**config.mk**
```make
export PLATFORM = sky130hd
export DESIGN_NAME = dac_word_tx
export DESIGN_NICKNAME = d
export VERILOG_FILES = /design/src/rtl/dac_tx_pkg.sv /design/src/rtl/dac_bclk_gen.sv /design/src/rtl/dac_word_seq.sv /design/src/rtl/dac_word_tx.sv
export SDC_FILE = /design/constraint.sdc
export NUM_CORES = 1
export LEC_CHECK = 0
export ABC_CLOCK_PERIOD_IN_PS = 2600
export CAP_MARGIN = 20
export CORE_MARGIN = 10
export CORE_UTILIZATION = 60
export CTS_BUF_LIST = sky130_fd_sc_hd__clkbuf_8
export CTS_CLUSTER_DIAMETER = 200
export DETAILED_ROUTE_END_ITERATION = 8
export DONT_BUFFER_PORTS = 1
export MAX_ROUTING_LAYER = met4
export PLACE_DENSITY = 0.76
export SETUP_SLACK_MARGIN = 0.5
export SLEW_MARGIN = 20
export SYNTH_ARGS = -nofsm -noshare
export SYNTH_HDL_FRONTEND = slang
export SYNTH_SLANG_ARGS = --single-unit
```
**constraint.sdc**
```tcl
create_clock -name clk_i -period 2.6 [get_ports clk_i]
set_clock_uncertainty 0.15 [all_clocks]
set_input_delay 0.26 -clock clk_i [delete_from_list [all_inputs] [get_ports clk_i]]
set_output_delay 0.26 -clock clk_i [all_outputs]
set_load 0.05 [all_outputs]
```
**src/rtl/dac_tx_pkg.sv**
```systemverilog
package dac_tx_pkg;
  typedef enum logic [1:0] {
    SLOT_BIT    = 2'd0,
    SLOT_LE_HI  = 2'd1,
    SLOT_LE_LO  = 2'd2
  } slot_kind_e;
endpackage

```
**src/rtl/dac_bclk_gen.sv**
```systemverilog
module dac_bclk_gen #(
  parameter int unsigned HALF_DIV = 5
) (
  input  logic clk_i,
  input  logic rst_ni,
  input  logic run_i,
  output logic bclk_o,
  output logic tick_o,
  output logic ph_zero_o
);
  localparam int unsigned PERIOD = 2 * HALF_DIV;
  localparam int unsigned PW     = (PERIOD > 2) ? $clog2(PERIOD) : 1;

  logic [PW-1:0] ph_q;

  assign tick_o    = (ph_q == PW'(PERIOD - 1));
  assign bclk_o    = (ph_q >= PW'(HALF_DIV));
  assign ph_zero_o = (ph_q == '0);

  // phase parks at zero (bit clock low) when not running
  always_ff @(posedge clk_i or negedge rst_ni) begin
    if (!rst_ni)           ph_q <= '0;
    else if (!run_i)       ph_q <= '0;
    else if (tick_o)       ph_q <= '0;
    else                   ph_q <= ph_q + 1'b1;
  end
endmodule

```
**src/rtl/dac_word_seq.sv**
```systemverilog
module dac_word_seq
  import dac_tx_pkg::*;
#(
  parameter int unsigned WORD_W = 18
) (
  input  logic              clk_i,
  input  logic              rst_ni,
  input  logic              stop_i,
  input  logic              tick_i,
  input  logic              ph_zero_i,
  input  logic              valid_i,
  input  logic [WORD_W-1:0] data_i,
  output logic              ready_o,
  output logic              busy_o,
  output logic              data_o,
  output logic              le_o,
  output logic              done_o
);
  localparam int unsigned SLOTS = WORD_W + 2;
  localparam int unsigned SW    = $clog2(SLOTS + 1);

  logic              armed_q, busy_q;
  logic [SW-1:0]     slot_q;
  logic [WORD_W-1:0] sreg_q;
  logic              accept, start, last_slot;
  slot_kind_e        kind;

  assign ready_o   = !busy_q && !armed_q;
  assign accept    = valid_i && ready_o;
  // stopped mode: clock is parked at phase zero, start at once
  assign start     = armed_q && (stop_i || tick_i);
  assign last_slot = (slot_q == SW'(SLOTS - 1));

  always_comb begin
    if (slot_q < SW'(WORD_W))       kind = SLOT_BIT;
    else if (slot_q == SW'(WORD_W)) kind = SLOT_LE_HI;
    else                            kind = SLOT_LE_LO;
  end

  always_ff @(posedge clk_i or negedge rst_ni) begin
    if (!rst_ni) begin
      armed_q <= 1'b0;
      busy_q  <= 1'b0;
      slot_q  <= '0;
      sreg_q  <= '0;
    end else begin
      if (accept) begin
        armed_q <= 1'b1;
        sreg_q  <= data_i;
      end
      if (start) begin
        armed_q <= 1'b0;
        busy_q  <= 1'b1;
        slot_q  <= '0;
      end else if (busy_q && tick_i) begin
        if (last_slot) begin
          busy_q <= 1'b0;
          slot_q <= '0;
        end else begin
          slot_q <= slot_q + 1'b1;
        end
        sreg_q <= {sreg_q[WORD_W-2:0], 1'b0};
      end
    end
  end

  assign busy_o = busy_q;
  assign data_o = busy_q && (kind == SLOT_BIT) && sreg_q[WORD_W-1];
  assign le_o   = busy_q && (kind == SLOT_LE_HI);
  assign done_o = busy_q && (kind == SLOT_LE_LO) && ph_zero_i;
endmodule

```
**src/rtl/dac_word_tx.sv**
```systemverilog
module dac_word_tx #(
  parameter int unsigned WORD_W       = 18,
  parameter int unsigned HALF_DIV     = 5,
  parameter int unsigned SYS_CLK_NS   = 10,
  parameter int unsigned MIN_PHASE_NS = 40,
  parameter int unsigned MIN_SETUP_NS = 15
) (
  input  logic              clk_i,
  input  logic              rst_ni,
  input  logic              stop_mode_i,
  input  logic [WORD_W-1:0] smp_data_i,
  input  logic              smp_valid_i,
  output logic              smp_ready_o,
  output logic              dac_bclk_o,
  output logic              dac_data_o,
  output logic              dac_le_o,
  output logic              done_o
);
  localparam int unsigned PHASE_NS = HALF_DIV * SYS_CLK_NS;

  generate
    if (HALF_DIV == 0 || PHASE_NS <= MIN_PHASE_NS || PHASE_NS <= MIN_SETUP_NS) begin : g_bad_div
      $error("dac_word_tx: bit clock phase too short for converter timing");
    end
  endgenerate

  logic busy, tick, ph_zero, run;

  assign run = !stop_mode_i || busy;

  dac_bclk_gen #(.HALF_DIV(HALF_DIV)) u_bclk (
    .clk_i    (clk_i),
    .rst_ni   (rst_ni),
    .run_i    (run),
    .bclk_o   (dac_bclk_o),
    .tick_o   (tick),
    .ph_zero_o(ph_zero)
  );

  dac_word_seq #(.WORD_W(WORD_W)) u_seq (
    .clk_i    (clk_i),
    .rst_ni   (rst_ni),
    .stop_i   (stop_mode_i),
    .tick_i   (tick),
    .ph_zero_i(ph_zero),
    .valid_i  (smp_valid_i),
    .data_i   (smp_data_i),
    .ready_o  (smp_ready_o),
    .busy_o   (busy),
    .data_o   (dac_data_o),
    .le_o     (dac_le_o),
    .done_o   (done_o)
  );
endmodule

```
### Yosys cells after proc, flatten, opt, wreduce, memory -nomap -nowiden

Cells that the tools add are included.

* bits in registers: 29
* logic and storage cells: 49
* output and inout bits: 5

* mux-type cells: 15
* equality and inequality tests: 5
* add/sub/neg operators: 2
* reductions and logical operators: 20
* $lt $le $gt $ge: 2

Operators with widths (count)
* 2-to-1 mux 18 bit: 3
* 2-to-1 mux 5 bit: 3
* equality test 5 bit (second input constant): 2
* logical AND 1 bit: 9
* 2-to-1 mux 4 bit: 2
* nonzero test 2 bit: 3
* adder 5 x 1 -> 5 bit (second input constant): 1
* less-than comparator 5 bit (second input constant): 1
* 2-to-1 mux 1 bit: 5
* adder 4 x 1 -> 4 bit (second input constant): 1
* equality test 4 bit (second input constant): 1
* >= comparator 4 x 3 -> 1 bit (second input constant): 1
* logical NOT 4 bit: 1
* 2-to-1 mux 2 bit: 2
* logical NOT 1 bit: 3
* equality test 2 x 1 -> 1 bit (second input constant): 1
* equality test 2 bit (second input constant): 1
* logical NOT 2 bit: 1
* logical OR 1 bit: 2
* AND reduction 2 bit: 1

### Logic depth before layout (Yosys ltp)

Gate-level depths: netlist (run 1).

* word-level depth: 6
* gate-level depth with buffers: 6
* mapped depth without buffers: 5

### Cells and area by module

From an unflattened synthesis (run 1), not the netlist that was laid out.

* cells, all modules: 152
* area total of the unflattened synthesis: 1540.2 µm²

Modules (own cells, without submodules)
* dac_word_seq: area an instance 1305.0 µm², cells an instance 127, sequential area each 625.6 µm², times used 1
* dac_bclk_gen: area an instance 229.0 µm², cells an instance 24, sequential area each 100.1 µm², times used 1
* dac_word_tx: area an instance 6.3 µm², cells an instance 1, sequential area each 0.0 µm², times used 1

### Least setup slack after synthesis (run 1)

No wires, ideal clock.

* path kind: register -> output
* from: register u_seq.slot_q[0]
* to: output dac_le_o
* path buffers: 0
* required time: 2190 ps
* slack: 464 ps
* cell stages (with the launch flop): 5
* data arrival time: 1726 ps
* cells stage by stage: dfrtp_1 > inv_1 > ha_1 > nand4_1 > nor3_1

* longest elaborated chain between the ends: 5
* elaborated cells on any way between the ends: 6

Ends and longest elaborated chain
* start, declared: line dac_word_seq.sv:23 `logic [SW-1:0] slot_q;`
* start signal, assigned: line dac_word_seq.sv:60 `slot_q <= slot_q + 1'b1;`
* branches (longest 2 deep; another with less-than comparator 5 bit)
* 2-to-1 mux 2 bit (*): line dac_word_seq.sv:35 `if (slot_q < SW'(WORD_W)) kind = SLOT_BIT;`
* equality test 2 x 1 -> 1 bit (*): line dac_word_seq.sv:69 `assign le_o = busy_q && (kind == SLOT_LE_HI);`
* logical AND 1 bit (*): line dac_word_seq.sv:69
* end, declared: line dac_word_tx.sv:16 `output logic dac_le_o,`

Mark *: on every way between the ends.

### Worst setup path in the final report (run 1)

* from: register u_seq.slot_q[2]
* to: output dac_data_o

* longest elaborated chain between the ends: 6
* elaborated cells on any way between the ends: 7

Ends and longest elaborated chain
* branches (longest 2 deep; another with less-than comparator 5 bit)
* 2-to-1 mux 2 bit (*): line dac_word_seq.sv:35
* logical NOT 2 bit (*): line dac_word_seq.sv:68 `assign data_o = busy_q && (kind == SLOT_BIT) && sreg_q[WORD_W-1];`
* logical AND 1 bit (*) (2 in a row): line dac_word_seq.sv:68
* end, declared: line dac_word_tx.sv:15 `output logic dac_data_o,`

Marks and branches as above.

==> results by stage, run 1 <==
Critical path:
- The critical path is of the reg2out type.
- Along the worst path, the maximum fanout reaches 10.
- The worst setup path startpoint is u_seq.slot_q[2]$_DFFE_PN0P_.
- The required time of the critical path is 2.19 ns.
- STA classifies the critical path startpoint as a flop.
- The number of cell instances on the worst register-to-register path is 5.
- STA classifies the critical path endpoint as an output port.
- The signal arrival time at the worst endpoint is 1.53 ns.
- Across all register-to-register paths, the minimum setup slack is 0.66 ns.
- The worst register-to-register path begins at u_bclk.ph_q[1]$_DFF_PN0_.

Drt:
- The number of iterations in the first detailed-routing pass is 4.
- The antenna violation net count after detailed routing is 0.
- In this run, the number of DRC markers left after iteration 0 of detailed routing was 37.
- The number of design rule violations left after detail routing is 0.
- The detailed-route wire length per cell is 17.0 µm.
- The total routed wirelength is 2910 µm.
- After detailed routing, the number of vias per cell comes to 6.11.
- The via count is 1,044.

Power:
- The worst-case vdd ir drop is 0.908 mV.
- Power spread over the standard cell area amounts to 1210 nW/µm².
- The leakage dissipation is 0.000811 µW.

Clock network:
- The CTS tree is built.
- The TritonCTS buffer count is 5.
- The clock drives 29 sinks.
- The clock latency at the later pin of the worst-skew pair is 0.28 ns.
- Clock-pin slew was measured on the worst setup and hold paths at 0.06 ns.
- The H-tree was split into 2 levels.
- In this run the deepest clock path goes through 2 buffers.
- Clock tree synthesis selected as its root buffer the cell sky130_fd_sc_hd__clkbuf_8.

Placement:
- The number of buffers added on ports is 0.
- The minimum setup slack after placement is 0.645 ns.
- Counting tap cells, the placed design contains a total of 161 instances.
- At the end of routability-driven placement, the weighted congestion stood at 0.766.
- Detailed placement ended at an HPWL of 2150 µm.

STA:
- The final critical-path required period is 1.94 ns.
- The final hold violation count is 0.
- The count of final max-slew check failures is 0.
- The post-route setup TNS is 0 ns.
- The slew at the pin closest to its max-slew limit is 0.516 ns.
- The final count of negative-setup-slack endpoints is 0.
- The max-slew headroom at the worst pin is 0.656.
- Once routing completed, OpenROAD measured the worst setup slack at 0.656 ns.
- Setup repair after global routing left no endpoint under its margin.
- Based on the critical path, the design can be clocked at up to 514 MHz.
- The final cycle utilization of the critical path is 0.748.

Die:
- The die outline area is 5230 µm².
- The initial core utilization is 0.646.
- The floorplan has 18 rows.
- For this design the top-level I/O count stands at 27.
- In this run the vertical extent of the chip is 72.3 µm.
- The floorplan step defined a core boundary enclosing 2540 µm².
- Measured along the x axis, the die boundary spans 72.3 µm.

Cells and area:
- The area growth from synthesis to layout is 8.75%.
- The layout has 194 filler cells.
- Once layout is complete, the cells apart from fillers number 171.
- In the final layout, flip-flops and latches occupy 726 µm².
- The net count of the finished layout is 168.
- The number of diodes is 0.
- The multi-input combinational cells in the finished layout cover a total of 845 µm².
- The fraction of layout cells with a size suffix above 1 is 0.348.

Yosys:
- The synthesized-area fraction occupied by ao, oa, aoi and oai cells is 0.0586.
- Of all flip-flops after synthesis, the portion carrying an async set or reset was 1.00.
- The arithmetic-cell share of the synthesized area counting full adders, half adders and majority gates is 0.0457.
- Of the total synthesized cell area, the portion taken by XOR and XNOR cells is 0.0107.
- The distinct cell type count of the synthesized netlist is 37.
- The number of flip-flops and latches in the synthesized netlist is 29.
- Among all flip-flop cells after synthesis, the most frequent one is sky130_fd_sc_hd__dfrtp_1.
- The simple-gate share of the synthesized area is 0.135.
- Of the post-synthesis cell area, the part taken by muxes is 0.260.
- The number of nets in the synthesized netlist is 159.
- The synthesized instance count is 131.
- The yosys synthesis warning count is 0.
- The post-synthesis area per instance is 12.6 µm².
- The count of flip-flops with a built-in enable after synthesis is 0.
- The summed instance area of the synthesized netlist is 1640 µm².
- For this run, the register share of the synthesized area comes to 0.441.
- After synthesis, the largest family of logic cells by area is multiplexers.

Global route:
- Entering global routing, the biggest net connects 30 pins.
- The number of global-route vias before repair is 1,082.
- The total global routing track utilization is 0.123.
- The overall overflow remaining after global route is 0.
- The global-route wire length before repair is 5020 µm.
- The initial antenna violation count is 0.

Hold path:
- The worst hold path begins at stop_mode_i.
- The number of cells traversed by the worst hold path is 2.
- The path class of the lowest-slack min-delay path is in2reg.

Status:
- The run finished with clean final reports.

Job:
- The number of max-cap violations is 0.
-- cells in the final DEF (no fill, tap or decap), types with 2 or more instances in the layout --
cell / Yosys / layout
sky130_fd_sc_hd__clkbuf_8: 0 / 5
sky130_fd_sc_hd__or3_1: 3 / 3
sky130_fd_sc_hd__nor2_1: 7 / 7
sky130_fd_sc_hd__clkinv_2: 0 / 2
sky130_fd_sc_hd__inv_1: 7 / 7
sky130_fd_sc_hd__dfrtp_1: 29 / 29
sky130_fd_sc_hd__mux2_4: 9 / 9
sky130_fd_sc_hd__or4_1: 2 / 2
sky130_fd_sc_hd__o21ai_0: 3 / 3
sky130_fd_sc_hd__nand3_1: 2 / 2
sky130_fd_sc_hd__a21oi_1: 4 / 4
sky130_fd_sc_hd__mux2_1: 8 / 8
sky130_fd_sc_hd__nand3b_1: 2 / 2
sky130_fd_sc_hd__o31ai_1: 2 / 2
sky130_fd_sc_hd__ha_1: 6 / 6
sky130_fd_sc_hd__buf_4: 0 / 5
sky130_fd_sc_hd__mux2_2: 18 / 18
sky130_fd_sc_hd__nand2_1: 4 / 4
sky130_fd_sc_hd__nand4_1: 2 / 2
-- repair_timing --
| item | 4_1_cts | 5_1_grt |
|---|---|---|
| endpoints found under the setup margin | 0 | 4 |
| endpoints found under the hold margin | 29 | 0 |
| setup buffers | 0 | 0 |
| hold buffers | 2 | 0 |
| gates resized for setup | 0 | 1 |
-- final timing paths --
path                                               to
max in group asynchronous   u_seq.sreg_q[5]$_DFF_PN0_
max                                        dac_data_o
max reg2reg                 u_seq.sreg_q[8]$_DFF_PN0_
min                         u_seq.armed_q$_DFFE_PN0P_
min reg2reg                 u_seq.sreg_q[5]$_DFF_PN0_
min in group asynchronous  u_seq.sreg_q[15]$_DFF_PN0_
-- worst max-delay path, stage by stage (launching register included) --
cell and delay [ns]:
sky130_fd_sc_hd__dfrtp_1 0.48, sky130_fd_sc_hd__o31ai_1 0.27, sky130_fd_sc_hd__and3_1 0.51
-- synth_stat cells (2+ instances only) --
library cell | count | area [µm²]
sky130_fd_sc_hd__o31ai_1 | 2 | 15.0
sky130_fd_sc_hd__mux2_4 | 9 | 135
sky130_fd_sc_hd__ha_1 | 6 | 75.1
sky130_fd_sc_hd__nor2_1 | 7 | 26.3
sky130_fd_sc_hd__a21oi_1 | 4 | 20.0
sky130_fd_sc_hd__inv_1 | 7 | 26.3
sky130_fd_sc_hd__o21ai_0 | 3 | 15.0
sky130_fd_sc_hd__mux2_2 | 18 | 203
sky130_fd_sc_hd__nand3b_1 | 2 | 15.0
sky130_fd_sc_hd__or3_1 | 3 | 18.8
sky130_fd_sc_hd__mux2_1 | 8 | 90.1
sky130_fd_sc_hd__nand4_1 | 2 | 12.5
sky130_fd_sc_hd__buf_6 | 3 | 33.8
sky130_fd_sc_hd__dfrtp_1 | 29 | 726
sky130_fd_sc_hd__nand2_1 | 4 | 15.0
sky130_fd_sc_hd__nand3_1 | 2 | 10.0
sky130_fd_sc_hd__or4_1 | 2 | 15.0
-- cells by family after synthesis --
kind of cell | count (synthesis)
compound gates | 15
buf+inv | 12
xor+xnor | 2
fa+ha+maj | 6
flops | 29
mux | 35
simple gates | 32
-- per-stage QoR --
stage                     power, µW  area (µm²)   util  hold slack, ns
final                          2160        1790  0.703          0.0727
after global routing           2330        1790  0.703          0.0876
after CTS                      2180        1790  0.703          0.0639
after detailed placement       1810        1670  0.657          -0.185
after global placement         1750        1670  0.657          -0.185
after floorplan                1660        1650      -          -0.186
-- final cells by class --
| class | count | area share |
|---|---|---|
| clock buffers | 5 | 0.0385 |
| clock inverters | 3 | 0.00980 |
| inverters | 7 | 0.0147 |
| multi-input cells | 90 | 0.472 |
| flip-flops and latches | 29 | 0.406 |
| well taps | 30 | 0.0210 |
| repair buffers | 7 | 0.0378 |
-- flip-flops by register name (all words and copies together) (netlist names) --
register / cells
u_seq.sreg_q: 18
u_seq.slot_q: 5
u_bclk.ph_q: 4
u_seq.armed_q: 1
u_seq.busy_o: 1
-- power breakdown --
| part | total, µW | internal (µW) | switching, µW |
|---|---|---|---|
| combinational | 947 | 510 | 437 |
| sequential | 860 | 670 | 189 |
| clock | 355 | 184 | 171 |
| total | 2160 | 1360 | 797 |
-- per-layer routing --
layer	vias up	routed length, µm	global-route usage
met5	-	0	-
met4	0	32	0.0387
met3	3	259	0.0612
met2	33	1390	0.193
met1	523	1230	0.132
li1	485	-	-
Note: power is estimated with default switching activity, not from simulation.
==> run 2, diff against run 1 <==
- ABC_CLOCK_PERIOD_IN_PS: 2600 -> 1600
- CORE_UTILIZATION: 60 -> 59
- PLACE_DENSITY: 0.76 -> 0.78
- clock period: 2.6 -> 1.6 ns (I/O delays scaled with it)
==> run 2 against run 1 <==
The run now ends with negative hold slack, negative setup slack left. Global-route usage rose by 4.1 points. Non-clock buffer count rose by 33. Worst setup slack lost 0.87 ns. Count of clock-buffer cells in the layout is 2 higher. Critical path depth up 3. Power is 140% higher. Design area is 36% higher. First-iteration DRC count up 130%. Final cell count up 20%. Sequential share of layout area decreased by 11 points. Die area grew 1.2%.
==> results by stage, run 2 (synthesis gave the netlist of run 1 again) <==
Status:
- The final reports fail on negative hold slack, negative setup slack.
- The run finished, with violations left.

Power:
- Cell internal power was estimated by the tool at 3200 µW.
- For this design the ratio of total power to cell area is 2100 nW/µm².
- For this design the total switching power over the nets is 1900 µW.
- The power share of the clock group is 0.135.
- VDD sags by at most 1.90 mV.
- The switching power as a share of total power is 0.372.
- For this design the static power due to leakage is 0.00110 µW.
- The sequential share of power is 0.292.
- The share of total power dissipated in combinational logic is 0.573.

Critical path:
- STA classifies the critical path endpoint as a flop.
- The kind of start point of the critical path is a flop.
- Along the worst path, the maximum fanout reaches 6.
- The setup check on the worst reg-to-reg path leaves a slack of -0.21 ns.
- At the worst endpoint, the required time is 1.62 ns.
- The number of cell instances on the worst register-to-register path is 5.
- The signal arrival time at the worst endpoint is 1.83 ns.
- The destination of the worst register-to-register timing path is u_seq.sreg_q[1]$_DFF_PN0_.
- The class of the most critical setup path is reg2reg.
- In this run the critical register-to-register path is launched from u_seq.armed_q$_DFFE_PN0P_.

Placement:
- The number of buffers added on ports is 0.
- After detailed placement, the design holds a cell count of 173.
- Before CTS, the worst setup slack after placement is -0.177 ns.
- The final estimated routing congestion in global placement is 0.756.
- The wire-length estimate of the detail-placed layout is 2320 µm.

Global route:
- The initial antenna violation count came to 0.
- The first global-routing pass estimated 6440 µm of wire.
- The total global routing track utilization is 0.163.
- Entering global routing, the biggest net connects 30 pins.
- The overall overflow remaining after global route is 0.
- The number of global-route vias before repair came to 1,303.

Die:
- The die is 72.8 µm wide.
- The die outline area is 5300 µm².
- The y dimension of the die is 72.8 µm.
- Row generation in the floorplan step produced 19 rows.
- The initial utilization of the core area, before any placement, comes to 0.607.
- In this run the standard cell core region covers 2710 µm².
- Pin placement for this block handled 27 I/O pins.

Job:
- The number of max-cap violations is 0.

Cells and area:
- In the final layout, the share of cells above drive strength 1 is 0.655.
- The library cell used most frequently in the layout, excluding fill and tap cells, is sky130_fd_sc_hd__mux2_4.
- The register bank with the most flops is u_seq.sreg_q.
- The area overhead of the layout relative to synthesis is 47.4%.
- Measured on the finished design, the core utilization comes to 0.894.
- The footprint of the flip-flops and latches is 728 µm².
- The finished layout holds 205 standard cells, fillers aside.
- Leaving out fill and tap cells, the most frequent cells in the layout are sky130_fd_sc_hd__mux2_4 (32), sky130_fd_sc_hd__dfrtp_1 (27), sky130_fd_sc_hd__buf_4 (18).
- The largest registers in the layout are u_seq.sreg_q x18, u_seq.slot_q x5, u_bclk.ph_q x4.
- The number of diodes is 0.
- Counting the fill cells in the layout gives 104.
- At the end of the flow, the number of nets in the layout was 201.
- The multi-input combinational cells in the finished layout cover a total of 1100 µm².
- The number of flip-flops in the largest register is 18.

STA:
- The post-route worst setup slack is -0.209 ns.
- Measured against its own limit, the worst slew margin works out to 0.679.
- The slew at the pin closest to its max-slew limit is 0.482 ns.
- The worst hold slack is -0.00613 ns.
- The count of final max-slew check failures came to 0.
- The final hold violation count was 3.
- The final critical-path required period is 1.81 ns.
- Dividing the final minimum period by the clock period gives 1.13.
- Adding up every negative setup slack in the final design gives -4.31 ns.
- Setup repair after global routing could not meet its margin everywhere.
- The final count of negative-setup-slack endpoints is 28.
- Static timing analysis puts the maximum clock frequency at 553 MHz.

Hold path:
- The path class of the lowest-slack min-delay path is in2reg.
- The worst hold path begins at smp_data_i[11].
- The number of cells traversed by the worst hold path is 2.
- For hold timing, the worst endpoint is u_seq.sreg_q[11]$_DFF_PN0_.

Drt:
- The detailed-routing wirelength on met1 is 1970 µm.
- The routed design uses 2710 µm of met2 wire.
- Dividing the detail-routed wire length by the instance count gives 25.1 µm.
- The routed design has 5150 µm of wire.
- The antenna violation net count after detailed routing is 0.
- After detailed routing, no signal wire sits above met4.
- In the routed layout, each cell is associated on average with a via count of 6.17.
- The via count is 1,265.
- The number of iterations in the first detailed-routing pass is 4.
- After detailed routing, the met3 layer carries 252 µm of wire.
- The detailed router finished its first iteration with 85 violations.
- For this run, design rule violations remaining after detail routing come to 0.

Clock network:
- The clock passes through at most 2 buffers.
- The clock tree synthesis step divided the H-tree into 2 levels.
- The TritonCTS buffer count is 5.
- The hold buffer count at cts is 3.
- The clock transition at the registers of the reported paths is 0.07 ns.
- CTS placed an instance of sky130_fd_sc_hd__clkbuf_8 at the clock tree root.
- The CTS tree is built.
- The clock sink total is 29.
- The clock latency at the later pin of the worst-skew pair is 0.29 ns.
-- run 2: cell types whose count changed in the layout (fill, tap and decap cells not counted), moves of 8 or more --
| cell | delta |
|---|---|
| sky130_fd_sc_hd__mux2_4 | +23 |
| sky130_fd_sc_hd__mux2_2 | -15 |
| sky130_fd_sc_hd__buf_6 | +14 |
| sky130_fd_sc_hd__buf_4 | +13 |
| sky130_fd_sc_hd__mux2_1 | -8 |
-- run 2: final cells by class --
class	count	share of cell area
Clock buffer	7	0.0398
Clock inverter	1	0.00207
Inverter	7	0.0119
Multi-Input combinational cell	90	0.455
Sequential cell	29	0.300
Tap cell	31	0.0160
Timing Repair Buffer	40	0.174
-- run 2: layer usage --
layer	GRT usage	up-vias
met5	-	-
met4	0.0654	0
met3	0.0667	21
met2	0.276	47
met1	0.163	640
li1	-	557
-- run 2: worst max-delay path by stage --
stage	from	end	slack [ns]	depth (start not counted)
CTS	u_bclk.ph_q[1]$_DFF_PN0_	done_o	-0.17	5
global placement	u_bclk.ph_q[1]$_DFF_PN0_	u_seq.sreg_q[11]$_DFF_PN0_	-0.12	5
global route	u_bclk.ph_q[1]$_DFF_PN0_	u_seq.sreg_q[16]$_DFF_PN0_	-0.26	6
detailed placement	u_bclk.ph_q[1]$_DFF_PN0_	u_seq.sreg_q[14]$_DFF_PN0_	-0.18	5
finish	u_seq.armed_q$_DFFE_PN0P_	u_seq.sreg_q[1]$_DFF_PN0_	-0.21	5
floorplan	u_seq.busy_o$_DFFE_PN0P_	u_seq.sreg_q[10]$_DFF_PN0_	-0.17	6
-- run 2: worst max-delay path, stage by stage, from the launching register on --
cell and delay (ns):
sky130_fd_sc_hd__dfrtp_1 0.42, sky130_fd_sc_hd__nor3b_4 0.26, sky130_fd_sc_hd__buf_6 0.15, sky130_fd_sc_hd__buf_8 0.13, sky130_fd_sc_hd__mux2_4 0.29, sky130_fd_sc_hd__mux2_2 0.29
-- run 2: power by group through the flow --
stage	clock, µW	combinational, µW	sequential, µW
floorplan	0	1540	1320
global placement	0	1790	1370
detailed placement	0	1880	1390
CTS	667	2340	1390
global route	723	3100	1520
finish	689	2920	1490
-- run 2: repair_timing --
action | 4_1_cts | 5_1_grt
setup buffers | 11 | 8
cloned | 1 | 1
pin swaps | 11 | 7
hold endpoints to repair | 35 | 9
setup endpoints to repair | 34 | 34
resized for setup | 36 | 36
-- run 2: stage by stage --
stage,cell area [µm²],total power (µW)
2_1_floorplan,1720,2860
3_3_place_gp,1820,3160
3_5_place_dp,1820,3270
4_1_cts,2200,4400
5_1_grt,2420,5350
6_report,2420,5100
